[config.mk]
export PLATFORM = sky130hd
export DESIGN_NAME = pio_byte_fifo
export DESIGN_NICKNAME = d
export VERILOG_FILES = /design/src/rtl/pio_fifo_pkg.sv /design/src/rtl/pio_op_arbiter.sv /design/src/rtl/pio_data_store.sv /design/src/rtl/pio_cmd_buffer.sv /design/src/rtl/pio_byte_fifo.sv
export SDC_FILE = /design/constraint.sdc
export NUM_CORES = 1
export LEC_CHECK = 0
export ABC_CLOCK_PERIOD_IN_PS = 4300
export BUFFER_PORTS_ARGS = -buffer_cell sky130_fd_sc_hd__buf_2
export CELL_PAD_IN_SITES_DETAIL_PLACEMENT = 1
export CELL_PAD_IN_SITES_GLOBAL_PLACEMENT = 2
export CORE_MARGIN = 2
export CORE_UTILIZATION = 31
export DETAILED_ROUTE_END_ITERATION = 8
export GPL_TIMING_DRIVEN = 0
export PLACE_DENSITY_LB_ADDON = 0.1
export SLEW_MARGIN = 20
export SYNTH_ARGS = -nofsm -noshare
export SYNTH_HDL_FRONTEND = slang
export SYNTH_SLANG_ARGS = --single-unit
[constraint.sdc]
create_clock -name clk -period 4.3 [get_ports clk]
set_input_delay 0.645 -clock clk [delete_from_list [all_inputs] [get_ports clk]]
set_output_delay 0.645 -clock clk [all_outputs]
set_load 0.05 [all_outputs]
[src/rtl/pio_fifo_pkg.sv]
package pio_fifo_pkg;
   localparam logic [7:0] INTR_FUNC_DONE = 8'h08;
   localparam logic [2:0] PHASE_DATA_OUT = 3'b000;

   typedef enum logic [2:0] {
      OP_NONE,
      OP_STATUS,
      OP_FLUSH,
      OP_WRITE,
      OP_READ
   } op_e;
endpackage

[src/rtl/pio_op_arbiter.sv]
module pio_op_arbiter
   import pio_fifo_pkg::*;
(
   input  logic status_load,
   input  logic flush,
   input  logic wr_en,
   input  logic rd_en,
   output op_e  op
);
   always_comb begin
      if (status_load)  op = OP_STATUS;
      else if (flush)   op = OP_FLUSH;
      else if (wr_en)   op = OP_WRITE;
      else if (rd_en)   op = OP_READ;
      else              op = OP_NONE;
   end
endmodule

[src/rtl/pio_data_store.sv]
module pio_data_store
   import pio_fifo_pkg::*;
#(
   parameter int DEPTH = 16,
   localparam int PTR_W = $clog2(DEPTH)
)(
   input  logic             clk,
   input  logic             rst_n,
   input  op_e              op,
   input  logic             cmd_mode,
   input  logic [7:0]       wr_data,
   input  logic [2:0]       phase,
   input  logic [7:0]       status_byte,
   output logic [7:0]       rd_data,
   output logic             push,
   output logic             pop,
   output logic             drop,
   output logic [PTR_W-1:0] rptr,
   output logic [PTR_W-1:0] wptr
);
   localparam logic [PTR_W-1:0] LAST_IDX = PTR_W'(DEPTH - 1);
   localparam logic [PTR_W-1:0] IDX_ONE  = PTR_W'(1);
   localparam logic [PTR_W-1:0] IDX_TWO  = PTR_W'(2);

   logic [7:0]       mem [DEPTH];
   logic [PTR_W-1:0] rptr_next;
   logic             data_wr;
   logic             data_out_phase;

   assign data_wr        = (op == OP_WRITE) && !cmd_mode;
   assign push           = data_wr && (wptr != LAST_IDX);
   assign drop           = data_wr && (wptr == LAST_IDX);
   assign data_out_phase = (phase == PHASE_DATA_OUT);
   assign pop            = (op == OP_READ) && !data_out_phase && (rptr < wptr);
   assign rptr_next      = pop ? rptr + IDX_ONE : rptr;

   always_ff @(posedge clk) begin
      if (op == OP_STATUS) begin
         mem[0] <= status_byte;
         mem[1] <= 8'h00;
      end else if (push) begin
         mem[wptr] <= wr_data;
      end
   end

   always_ff @(posedge clk) begin
      if (!rst_n) begin
         rptr    <= '0;
         wptr    <= '0;
         rd_data <= 8'h00;
      end else begin
         case (op)
            OP_STATUS: begin
               rptr <= '0;
               wptr <= IDX_TWO;
            end
            OP_WRITE: begin
               if (push) wptr <= wptr + IDX_ONE;
            end
            OP_READ: begin
               if (data_out_phase) rd_data <= 8'h00;
               else if (pop)       rd_data <= mem[rptr];
               if (rptr_next == wptr) begin
                  rptr <= '0;
                  wptr <= '0;
               end else begin
                  rptr <= rptr_next;
               end
            end
            default: ;
         endcase
      end
   end
endmodule

[src/rtl/pio_cmd_buffer.sv]
module pio_cmd_buffer
   import pio_fifo_pkg::*;
#(
   parameter int CMD_DEPTH    = 16,
   parameter bit REG_CMD_READ = 1'b0,
   localparam int CIDX_W = $clog2(CMD_DEPTH),
   localparam int CLEN_W = $clog2(CMD_DEPTH + 1)
)(
   input  logic              clk,
   input  logic              rst_n,
   input  op_e               op,
   input  logic              cmd_mode,
   input  logic              cmd_clear,
   input  logic [7:0]        wr_data,
   input  logic [CIDX_W-1:0] cmd_idx,
   output logic [CLEN_W-1:0] cmd_len,
   output logic [7:0]        cmd_byte,
   output logic              drop
);
   localparam logic [CLEN_W-1:0] FULL_LEN = CLEN_W'(CMD_DEPTH);

   logic [7:0] cbuf [CMD_DEPTH];
   logic       cmd_wr;
   logic       accept;

   assign cmd_wr = (op == OP_WRITE) && cmd_mode && !cmd_clear;
   assign accept = cmd_wr && (cmd_len != FULL_LEN);
   assign drop   = cmd_wr && (cmd_len == FULL_LEN);

   always_ff @(posedge clk) begin
      if (accept) cbuf[cmd_len[CIDX_W-1:0]] <= wr_data;
   end

   always_ff @(posedge clk) begin
      if (!rst_n)         cmd_len <= '0;
      else if (cmd_clear) cmd_len <= '0;
      else if (accept)    cmd_len <= cmd_len + CLEN_W'(1);
   end

   generate
      if (REG_CMD_READ) begin : g_reg_read
         always_ff @(posedge clk) begin
            if (!rst_n) cmd_byte <= 8'h00;
            else        cmd_byte <= cbuf[cmd_idx];
         end
      end else begin : g_comb_read
         assign cmd_byte = cbuf[cmd_idx];
      end
   endgenerate
endmodule

[src/rtl/pio_byte_fifo.sv]
module pio_byte_fifo
   import pio_fifo_pkg::*;
#(
   parameter int DEPTH        = 16,
   parameter int CMD_DEPTH    = 16,
   parameter int SIZE_W       = 16,
   parameter bit REG_CMD_READ = 1'b0,
   localparam int PTR_W  = $clog2(DEPTH),
   localparam int CIDX_W = $clog2(CMD_DEPTH),
   localparam int CLEN_W = $clog2(CMD_DEPTH + 1)
)(
   input  logic                     clk,
   input  logic                     rst_n,
   input  logic                     wr_en,
   input  logic [7:0]               wr_data,
   input  logic                     rd_en,
   input  logic [2:0]               phase,
   input  logic                     cmd_mode,
   input  logic                     cmd_clear,
   input  logic [CIDX_W-1:0]        cmd_idx,
   input  logic                     status_load,
   input  logic [7:0]               status_byte,
   input  logic                     flush,
   output logic [7:0]               rd_data,
   output logic signed [SIZE_W-1:0] xfer_size,
   output logic [PTR_W:0]           flags,
   output logic [7:0]               intr_code,
   output logic                     overrun,
   output logic [CLEN_W-1:0]        cmd_len,
   output logic [7:0]               cmd_byte
);
   initial begin
      assert (DEPTH >= 4 && (DEPTH & (DEPTH - 1)) == 0)
         else $error("DEPTH must be a power of two of at least 4");
      assert (CMD_DEPTH >= 2 && (CMD_DEPTH & (CMD_DEPTH - 1)) == 0)
         else $error("CMD_DEPTH must be a power of two of at least 2");
      assert (SIZE_W > PTR_W + 1)
         else $error("SIZE_W too narrow for DEPTH");
   end

   op_e              op;
   logic             push, pop, data_drop, cmd_drop;
   logic [PTR_W-1:0] rptr, wptr;

   pio_op_arbiter u_arb (
      .status_load (status_load),
      .flush       (flush),
      .wr_en       (wr_en),
      .rd_en       (rd_en),
      .op          (op)
   );

   pio_data_store #(.DEPTH(DEPTH)) u_store (
      .clk         (clk),
      .rst_n       (rst_n),
      .op          (op),
      .cmd_mode    (cmd_mode),
      .wr_data     (wr_data),
      .phase       (phase),
      .status_byte (status_byte),
      .rd_data     (rd_data),
      .push        (push),
      .pop         (pop),
      .drop        (data_drop),
      .rptr        (rptr),
      .wptr        (wptr)
   );

   pio_cmd_buffer #(.CMD_DEPTH(CMD_DEPTH), .REG_CMD_READ(REG_CMD_READ)) u_cmd (
      .clk       (clk),
      .rst_n     (rst_n),
      .op        (op),
      .cmd_mode  (cmd_mode),
      .cmd_clear (cmd_clear),
      .wr_data   (wr_data),
      .cmd_idx   (cmd_idx),
      .cmd_len   (cmd_len),
      .cmd_byte  (cmd_byte),
      .drop      (cmd_drop)
   );

   always_ff @(posedge clk) begin
      if (!rst_n) begin
         xfer_size <= '0;
         flags     <= '0;
         intr_code <= 8'h00;
         overrun   <= 1'b0;
      end else begin
         overrun <= data_drop | cmd_drop;
         case (op)
            OP_STATUS: begin
               xfer_size <= SIZE_W'(2);
               flags     <= (PTR_W + 1)'(2);
            end
            OP_FLUSH: begin
               flags     <= '0;
               intr_code <= INTR_FUNC_DONE;
            end
            default: begin
               if (push)     xfer_size <= xfer_size + SIZE_W'(1);
               else if (pop) xfer_size <= xfer_size - SIZE_W'(1);
            end
         endcase
      end
   end
endmodule

# After elaboration in Yosys (flattened, before gate mapping)
# Memory sizes are Yosys's and may differ from the RTL's. A register that Yosys moved wholly into a read port is not among the register bits.
# Cells that the tools add are included.
# Widths: inputs -> output; s select.
# word_totals
regBits,44
ram_bits,256
input_bits,31
memories,2
# classes
add_sub_neg,5
order_cmp,1
eq_ne,11
n_mux,28
bitwise,3
reduce_logical,23
# memory_table
name,words,width,read_ports,rd_ports_with_merged_regs,write_ports,line,text
u_cmd.cbuf,16,8,1,0,1,pio_cmd_buffer.sv:22,logic [7:0] cbuf [CMD_DEPTH];
u_store.mem,16,8,1,1,2,pio_data_store.sv:25,logic [7:0] mem [DEPTH];
# ops
cell,count
$mux 16,2
$pmux 16 s2,1
$mux 4,7
$mux 8,3
$add 16x2->16 const B,1
$sub 16x2->16 const B,1
$mux 3,4
$pmux 4 s3,1
$pmux 5 s2,1
$logic_and 1x1->1,9
$add 4x1->4 const B,2
$mux 1,8
$pmux 4 s2,1
$reduce_or 8->1,1
$eq 3x2->1 const B,2
$reduce_bool 2->1,3
$reduce_bool 3->1,2
$add 5x1->5 const B,1
$eq 5x5->1 const B,1
$ne 5x5->1 const B,1
$eq 4x4->1,1
$eq 4x4->1 const B,1
$lt 4x4->1,1
$ne 2x2->1 const B,2
other kinds (10),14

# Depth between registers and ports, before layout
# Gate-level depths: netlist of the first run.
# logic_depth
depth_word,13
depth_mapped,13
mapped_depth_nobuf,12

# Cells and area by module
# From an unflattened synthesis of the first run, not the netlist that was laid out.
# hier_totals
hier_cells,788
area_unflattened_um2,13052.5
# by_module_without_submodules
module,instances,cells_each,area_each_um2,seq_area_each_um2
pio_data_store,1,346,6179.7,4244.1
pio_cmd_buffer,1,260,5372.7,3943.8
pio_byte_fifo,1,177,1465.2,380.4
pio_op_arbiter,1,5,35.0,0.0

# Worst setup path after synthesis of the first run
# Ideal clock, no wire load.
# synth_timing
path_kind,input to register
startpoint,input flush
endpoint,register xfer_size[15]
setup_time_ns,0.128
arrival_time_ns,3.089
required_time_ns,4.172
slack_ns,1.084
path_stages,12
path_cell_list,nor3b_1 > and2_1 > buf_2 > inv_1 > ha_1 > nand3_1 > o211ai_1 > a31oi_1 > a31oi_1 > mux2i_1 > xor2_1 > nor2_1
# synth_via
elab_chain_cells,7
# synth_lines
element,line,text
start: declaration,pio_byte_fifo.sv:23,"input logic flush,"
$mux 3 *,pio_op_arbiter.sv:12,else if (flush) op = OP_FLUSH;
$mux 3 *,pio_op_arbiter.sv:11,if (status_load) op = OP_STATUS;
$eq 3x2->1 or $eq 3x3->1 (tied branches),"pio_data_store.sv:30, pio_data_store.sv:34",
"$logic_and 1x1->1, on equally long branches","pio_data_store.sv:30, pio_data_store.sv:34",
"$logic_and 1x1->1, on equally long branches","pio_data_store.sv:31, pio_data_store.sv:34",
$mux 16 or $reduce_bool 3->1 (tied branches),n/a,
$pmux 16 s2 or $reduce_and 2->1 (tied branches),n/a,
end signal: assignment,pio_byte_fifo.sv:100,if (push) xfer_size <= xfer_size + SIZE_W'(1);
end signal: assignment,pio_byte_fifo.sv:101,else if (pop) xfer_size <= xfer_size - SIZE_W'(1);
end: declaration,pio_byte_fifo.sv:25,"output logic signed [SIZE_W-1:0] xfer_size,"
# Every way passes the cells marked *; elsewhere a longest branch is shown, timed or not.
# A chain may end at the register's enable or synchronous reset.

# Worst setup path in the final report of the first run
# layout_timing
startpoint,register u_store.wptr[0]
endpoint,register xfer_size[14]
# layout_via
elab_chain_cells,4
# layout_lines
element,line,text
start: declaration,pio_data_store.sv:19,output logic [PTR_W-1:0] wptr
start signal: assignment,pio_data_store.sv:58,if (push) wptr <= wptr + IDX_ONE;
$lt 4x4->1 or $ne 4x4->1 (tied branches),"pio_data_store.sv:34, pio_data_store.sv:31",
"$logic_and 1x1->1, on equally long branches","pio_data_store.sv:34, pio_data_store.sv:31",
$reduce_bool 3->1 (no line) or $mux 16 (tied branches),n/a,
$reduce_and 2->1 (no line) or $pmux 16 s2 (tied branches),n/a,
# Parallel ways exist; a longest one is shown, timed or not.

==> results of run 1 <==
[logic make-up after synthesis]
group           after synthesis
compound gates               87
fa+ha+maj                    29
flops                       300
simple gates                157
other cells                   1
mux                          93
xor+xnor                     21
buf+inv                      57
[cell usage in the layout (no fill, tap or decap), types with 4 or more instances in the layout]
cell,netlist,layout
edfxtp_1,256,256
mux4_2,80,80
buf_2,8,75
dfxtp_1,44,44
nand2_1,43,43
nor2_1,43,42
clkbuf_16,0,36
a21oi_1,32,32
ha_1,28,28
clkbuf_1,17,19
conb_1,1,19
inv_1,16,16
nor2b_1,14,14
xnor2_1,13,13
buf_4,11,11
nand3_1,10,10
o21ai_0,10,10
and2_1,9,9
mux2_2,9,9
a22oi_1,9,9
xor2_1,8,8
clkinv_2,0,8
nand2b_1,7,7
nor3_1,13,7
clkinv_1,0,7
nor3_2,0,6
buf_1,5,5
nand4_1,5,5
o21a_1,5,5
clkinvlp_4,0,5
mux2i_1,4,4
bufinv_16,0,4
[metal layers]
metal / GRT usage (%) / up-vias / wire length [um]
li1: - / 3161 / -
met1: 21.0 / 3706 / 14500
met2: 26.5 / 163 / 16100
met3: 3.33 / 41 / 1560
met4: 4.87 / 0 / 653
met5: 0 / - / 0
[critical path: cells and delay by family, from the launching register on]
family,cells,cell delay (ns)
buffers and inverters,2,0.56
xor gates and xnor gates,1,0.20
adders and majority gates,2,0.70
and+or+nand+nor,1,0.17
AOI/OAI and AO/OA,7,1.69
DFF,1,0.38
[where the power goes]
part | total, mW | switching (mW) | internal (mW) | leakage, nW
Clock | 3.02 | 1.23 | 1.79 | 0.567
Sequential | 3.19 | 0.0115 | 3.18 | 2.68
Combinational | 0.392 | 0.259 | 0.134 | 1.71
[flip-flops by register name (all words and copies together), names as in the netlist, named ones only]
name             count
u_cmd.cbuf         128
u_store.mem        128
xfer_size           16
u_store.rd_data      8
u_cmd.cmd_len        5
u_store.rptr         4
u_store.wptr         4
flags                1
intr_code            1
overrun              1
[cell type report]
type                            instances  area [um2]  area share, %
Sequential cell                       300        8570           57.2
Multi-Input combinational cell        406        3960           26.4
Clock buffer                           38         908           6.07
Tap cell                              532         666           4.45
Timing Repair Buffer                   67         335           2.24
Clock inverter                         27         269           1.80
Buffer                                 41         205           1.37
Inverter                               16        60.1          0.401
[final timing paths]
path	from	to	slack (ns)	cells after the start
min reg2reg	intr_code[3]	intr_code[3]	0.48	1
max reg2reg	u_store.wptr[0]	xfer_size[14]	0.46	13
max	u_store.wptr[0]	xfer_size[14]	0.46	13
min	status_byte[6]	u_store.mem[0][6]	0.43	2
==> impl_metrics.env, run 1 <==
export IMPL_maximum_resistive_drop_on_vdd_mv=0.315
export IMPL_fraction_of_registers_with_async_set_or_reset_after_synthesis_pct=0
export IMPL_critPathSlowestCell="ha_1"
export IMPL_synth_ff_latch_count=300
export IMPL_placement_io_buffers=67
export IMPL_grt_first_pass_wirelength_um=49100
export IMPL_synth_commonest_cells="edfxtp_1 (256), mux4_2 (80), dfxtp_1 (44)"
export IMPL_setup_failing_eps_final=0
export IMPL_layout_filler_cells=4128
export IMPL_power_leakage_nw=4.96
export IMPL_routed_wl_um=32800
export IMPL_synth_enable_flop_cells=256
export IMPL_grt_setup_unrepaired="false"
export IMPL_dpl_cell_area_mm2=0.0138
export IMPL_synth_mux_area_share_pct=15.3
export IMPL_biggest_area_consumer_among_synthesized_cells="edfxtp_1"
export IMPL_worstSetupStartpointType="flop"
export IMPL_fin_area_mm2=0.0150
export IMPL_slew_limit_headroom_pct=26.8
export IMPL_element_type_at_the_critical_path_end="flop"
export IMPL_drt_first_iter_violations=292
export IMPL_hpwl_um=22600
export IMPL_hold_worst_slack_ns=0.433
export IMPL_placement_setup_worst_slack_ns=-0.110
export IMPL_initial_standard_cell_utilization_of_the_core_pct=31.2
export IMPL_combinational_family_with_the_most_area_after_synthesis="multiplexers"
export IMPL_fp_coreArea_mm2=0.0406
export IMPL_cts_hold_buffers=0
export IMPL_hold_violations=0
export IMPL_cts_root_buffer="clkbuf_16"
export IMPL_wire_per_inst_um=23.0
export IMPL_io_pin_count=82
export IMPL_finalPower_mw=6.61
export IMPL_netlist_cell_types=57
export IMPL_post_synth_and_or_nand_nor_area_fraction_pct=6.04
export IMPL_die_w_um=206
export IMPL_cts_buffers=36
export IMPL_netlist_area_mm2=0.0127
export IMPL_setup_ws_ns=0.460
export IMPL_diodes=0
export IMPL_post_layout_nonfiller_instances=1427
export IMPL_globalRoute_totalOverflow=0
export IMPL_fraction_of_synthesized_cell_area_taken_by_the_top_area_cell_type_pct=60.6
export IMPL_slew_violations=0
export IMPL_drt_first_pass_iters=4
export IMPL_setup_worst_path_class="reg2reg"
export IMPL_synth_compound_area_share_pct=4.62
export IMPL_synth_adder_area_share_pct=2.92
export IMPL_cts_sink_count=300
export IMPL_tightestPinTransition_ns=1.09
export IMPL_dieHeight_um=206
export IMPL_drive_gt1_share_pct=27.6
export IMPL_synthesis_yosys_warnings=0
export IMPL_yosys_cell_count_top_type="edfxtp_1"
export IMPL_clock_pin_slew_of_the_registers_on_the_worst_case_setup_and_hold_paths_ns=0.06
export IMPL_place_detailed_instances=1362
export IMPL_areaGrowthSynthToFinish_pct=18.0
export IMPL_required_ns=4.72
export IMPL_setup_total_negative_slack_ns=0
export IMPL_tritoncts="done"
export IMPL_vias_per_cell=4.96
export IMPL_final_antenna_net_count=0
export IMPL_yosys_area_share_xor_xnor_pct=1.45
export IMPL_grtUsageTotal_pct=16.0
export IMPL_remaining_drc_errors=0
export IMPL_cts_htree_levels=2
export IMPL_maxCapViolations=0
export IMPL_power_density_mw_per_mm2=441
export IMPL_syn_avg_cell_area_um2=17.0
export IMPL_post_cts_setup_buffers=0
export IMPL_post_synth_inst_count=745
export IMPL_fin_nets=928
export IMPL_die_area_mm2=0.0426
export IMPL_cts_buffer_depth=3
export IMPL_outcome="finished, final reports clean"
export IMPL_worst_path_largest_cell_delay_ns=0.44
export IMPL_vias=7071
export IMPL_routabilityCongestion=0.744
export IMPL_std_cell_rows=74
export IMPL_utilization_of_the_core_after_routing_pct=36.8
export IMPL_synthFlopType="edfxtp_1"
export IMPL_area_contributors_post_synth="edfxtp_1 (61%), mux4_2 (14%), dfxtp_1 (6.9%)"
export IMPL_antenna_found_initial=0
export IMPL_worst_ep_arrival_time_ns=4.26
export IMPL_holdCritPathClass="in2reg"
export IMPL_grt_start_max_net_pins=33
export IMPL_path_max_fanout=17
export IMPL_finalCritPeriodShare_pct=89.3
export IMPL_min_period_ns=3.84
export IMPL_synth_seq_area_share_pct=67.5
export IMPL_fmax_mhz=260
export IMPL_clk_latency_ns=0.54
export IMPL_timing_critical_path_cells="ha_1 > a31oi_1 > and2_1 > buf_2 > inv_1 > ha_1 > a21oi_1 > o211ai_1 > o21ai_0 > o22ai_1 > o41ai_1 > xor2_1 > a21oi_1"
export IMPL_cts_repair_resized=0
export IMPL_via_count_of_the_first_global_routing_pass=7637
export IMPL_skew_ns=0.0184
(Power assumes the default switching activity.)
==> run 2, diff against run 1 <==
--- a/config.mk
+++ b/config.mk
@@ -5,15 +5,17 @@
 export SDC_FILE = /design/constraint.sdc
 export NUM_CORES = 1
 export LEC_CHECK = 0
+export ABC_AREA = 1
 export ABC_CLOCK_PERIOD_IN_PS = 4300
 export BUFFER_PORTS_ARGS = -buffer_cell sky130_fd_sc_hd__buf_2
 export CELL_PAD_IN_SITES_DETAIL_PLACEMENT = 1
 export CELL_PAD_IN_SITES_GLOBAL_PLACEMENT = 2
 export CORE_MARGIN = 2
-export CORE_UTILIZATION = 31
+export CORE_UTILIZATION = 26
 export DETAILED_ROUTE_END_ITERATION = 8
 export GPL_TIMING_DRIVEN = 0
 export PLACE_DENSITY_LB_ADDON = 0.1
+export SETUP_SLACK_MARGIN = 0.02
 export SLEW_MARGIN = 20
 export SYNTH_ARGS = -nofsm -noshare
 export SYNTH_HDL_FRONTEND = slang
==> impl_metrics.env, run 2 <==
export IMPL_clk_latency_ns=0.54
export IMPL_via_count_of_the_first_global_routing_pass=9840
export IMPL_drt_first_iter_violations=469
export IMPL_finalCritPeriodShare_pct=82.5
export IMPL_critPathSlowestCell="clkbuf_1"
export IMPL_min_period_ns=3.55
export IMPL_grt_setup_unrepaired="false"
export IMPL_mostFrequentLayoutCells="edfxtp_1 (256), nand2_1 (206), a21oi_1 (105), nor2_1 (103), inv_1 (88)"
export IMPL_netlist_area_mm2=0.0133
export IMPL_cts_sink_count=300
export IMPL_cts_buffer_depth=3
export IMPL_dpl_cell_area_mm2=0.0145
export IMPL_yosys_area_share_xor_xnor_pct=0.462
export IMPL_synthFlopType="edfxtp_1"
export IMPL_layout_filler_cells=5644
export IMPL_synth_ff_latch_count=300
export IMPL_skew_ns=0.0109
export IMPL_hpwl_um=29200
export IMPL_fraction_of_registers_with_async_set_or_reset_after_synthesis_pct=0
export IMPL_worstSetupStartpointType="primary input"
export IMPL_antenna_found_initial=0
export IMPL_holdCritStartpoint="status_byte[7]"
export IMPL_power_leakage_nw=5.85
export IMPL_fraction_of_synthesized_cell_area_taken_by_the_top_area_cell_type_pct=57.9
export IMPL_fp_coreArea_mm2=0.0503
export IMPL_syn_avg_cell_area_um2=11.0
export IMPL_cts_htree_levels=2
export IMPL_element_type_at_the_critical_path_end="output port"
export IMPL_setup_ws_ns=0.752
export IMPL_synth_commonest_cells="edfxtp_1 (256), nand2_1 (206), a21oi_1 (105)"
export IMPL_remaining_drc_errors=0
export IMPL_netlist_cell_types=47
export IMPL_holdCritPathClass="in2reg"
export IMPL_placement_io_buffers=65
export IMPL_dieHeight_um=230
export IMPL_worst_path_largest_cell_delay_ns=0.78
export IMPL_utilization_of_the_core_after_routing_pct=31.1
export IMPL_cts_repair_resized=0
export IMPL_biggest_area_consumer_among_synthesized_cells="edfxtp_1"
export IMPL_placement_setup_worst_slack_ns=0.438
export IMPL_post_cts_setup_buffers=0
export IMPL_tritoncts="done"
export IMPL_worst_ep_arrival_time_ns=2.90
export IMPL_hold_violations=0
export IMPL_crit_reg2reg_launch="u_store.wptr[2]"
export IMPL_post_synth_and_or_nand_nor_area_fraction_pct=13.0
export IMPL_drive_gt1_share_pct=11.8
export IMPL_clock_pin_slew_of_the_registers_on_the_worst_case_setup_and_hold_paths_ns=0.06
export IMPL_fmax_mhz=282
export IMPL_fin_area_mm2=0.0157
export IMPL_areaGrowthSynthToFinish_pct=18.0
export IMPL_area_contributors_post_synth="edfxtp_1 (58%), dfxtp_1 (6.6%), nand2_1 (5.8%)"
export IMPL_drt_first_pass_iters=5
export IMPL_critPathLaunch="cmd_idx[0]"
export IMPL_cts_hold_buffers=0
export IMPL_final_common_cell="edfxtp_1"
export IMPL_setup_total_negative_slack_ns=0
export IMPL_maximum_resistive_drop_on_vdd_mv=0.192
export IMPL_synth_mux_area_share_pct=2.41
export IMPL_synth_compound_area_share_pct=11.6
export IMPL_cts_buffers=37
export IMPL_hold_worst_slack_ns=0.395
export IMPL_std_cell_rows=82
export IMPL_grt_first_pass_wirelength_um=64400
export IMPL_cts_root_buffer="clkbuf_16"
export IMPL_slew_limit_headroom_pct=28.6
export IMPL_vias_per_cell=4.59
export IMPL_path_max_fanout=10
export IMPL_timing_critical_path_cells="clkbuf_1 > clkbuf_1 > mux2i_1 > o211ai_1 > o211ai_1 > nand2_1 > buf_2"
export IMPL_synthesis_yosys_warnings=0
export IMPL_diodes=0
export IMPL_fin_nets=1385
export IMPL_required_ns=3.65
export IMPL_vias=9296
export IMPL_setup_worst_path_class="in2out"
export IMPL_grtUsageTotal_pct=16.4
export IMPL_yosys_cell_count_top_type="edfxtp_1"
export IMPL_io_pin_count=82
export IMPL_synth_adder_area_share_pct=2.79
export IMPL_globalRoute_totalOverflow=0
export IMPL_die_area_mm2=0.0529
export IMPL_synth_seq_area_share_pct=64.6
export IMPL_initial_standard_cell_utilization_of_the_core_pct=26.4
export IMPL_tightestPinTransition_ns=1.07
export IMPL_post_synth_inst_count=1203
export IMPL_routabilityCongestion=0.729
export IMPL_slew_violations=0
export IMPL_final_antenna_net_count=0
export IMPL_grt_start_max_net_pins=32
export IMPL_outcome="finished, final reports clean"
export IMPL_routed_wl_um=42800
export IMPL_power_density_mw_per_mm2=433
export IMPL_synth_enable_flop_cells=256
export IMPL_setup_failing_eps_final=0
export IMPL_die_w_um=230
export IMPL_maxCapViolations=0
export IMPL_wire_per_inst_um=21.1
export IMPL_combinational_family_with_the_most_area_after_synthesis="simple AND/OR/NAND/NOR gates"
[run 2: cell count changes in the layout (fill, tap and decap cells not counted), moves of 33 or more]
cell / change
inv_1: +72
nor2_1: +61
nand3_1: +61
mux4_2: -80
nand2_1: +163
a21oi_1: +73
o21ai_0: +71
clkbuf_1: +33
[run 2: cells by family (layout without fill, tap and decap cells)]
logic type      after synthesis  in the layout
compound gates              263            263
xor+xnor                      7              7
mux                          32             32
other cells                   1             19
buf+inv                     161            292
flops                       300            300
simple gates                410            410
fa+ha+maj                    29             29
[run 2: final cells by class]
cell class	instances	area, um2	share of cell area [%]
buffer	63	304	1.94
clock buffer	51	1020	6.52
clock inverter	15	133	0.847
inverter	98	369	2.36
multi-input combinational	760	4100	26.2
sequential	300	8570	54.7
tap	672	841	5.37
timing repair buffer	65	325	2.08
[run 2: final timing paths]
check                      end  slack, ns  cells past startpoint
max                cmd_byte[7]       0.75                      7
min          u_store.mem[0][7]       0.39                      3
max reg2reg      xfer_size[11]       1.04                     14
min reg2reg       intr_code[3]       0.46                      1
[run 2: where the power goes]
group,internal (mW),total [mW],switching [mW]
logic,0.146,0.553,0.407
registers,3.19,3.21,0.0186
clock network,1.78,3.02,1.24
total,5.12,6.78,1.66
[run 2: per-stage QoR]
stage,cells,power (mW)
after floorplan,1221,3.62
after global placement,1958,3.83
after detailed placement,1958,3.83
after CTS,2024,6.89
after global routing,2024,7.06
final,2024,6.78
[run 2: metal layers]
| layer | vias up | global-route usage [%] | part of all wire [%] | wire (um) |
|---|---|---|---|---|
| li1 | 4479 | - | - | - |
| met4 | 0 | 3.53 | 1.6 | 673 |
| met3 | 39 | 3.20 | 4.2 | 1780 |
| met1 | 4636 | 22.5 | 48 | 20500 |
| met5 | - | 0 | 0 | 0 |
| met2 | 142 | 26.9 | 46 | 19800 |
[run 2: critical path, delay by kind of cell]
family,cells,cell delay [ns]
buffers and inverters,3,1.30
AO/OA/AOI/OAI,2,0.52
multiplexers,1,0.27
AND/OR/NAND/NOR,1,0.15
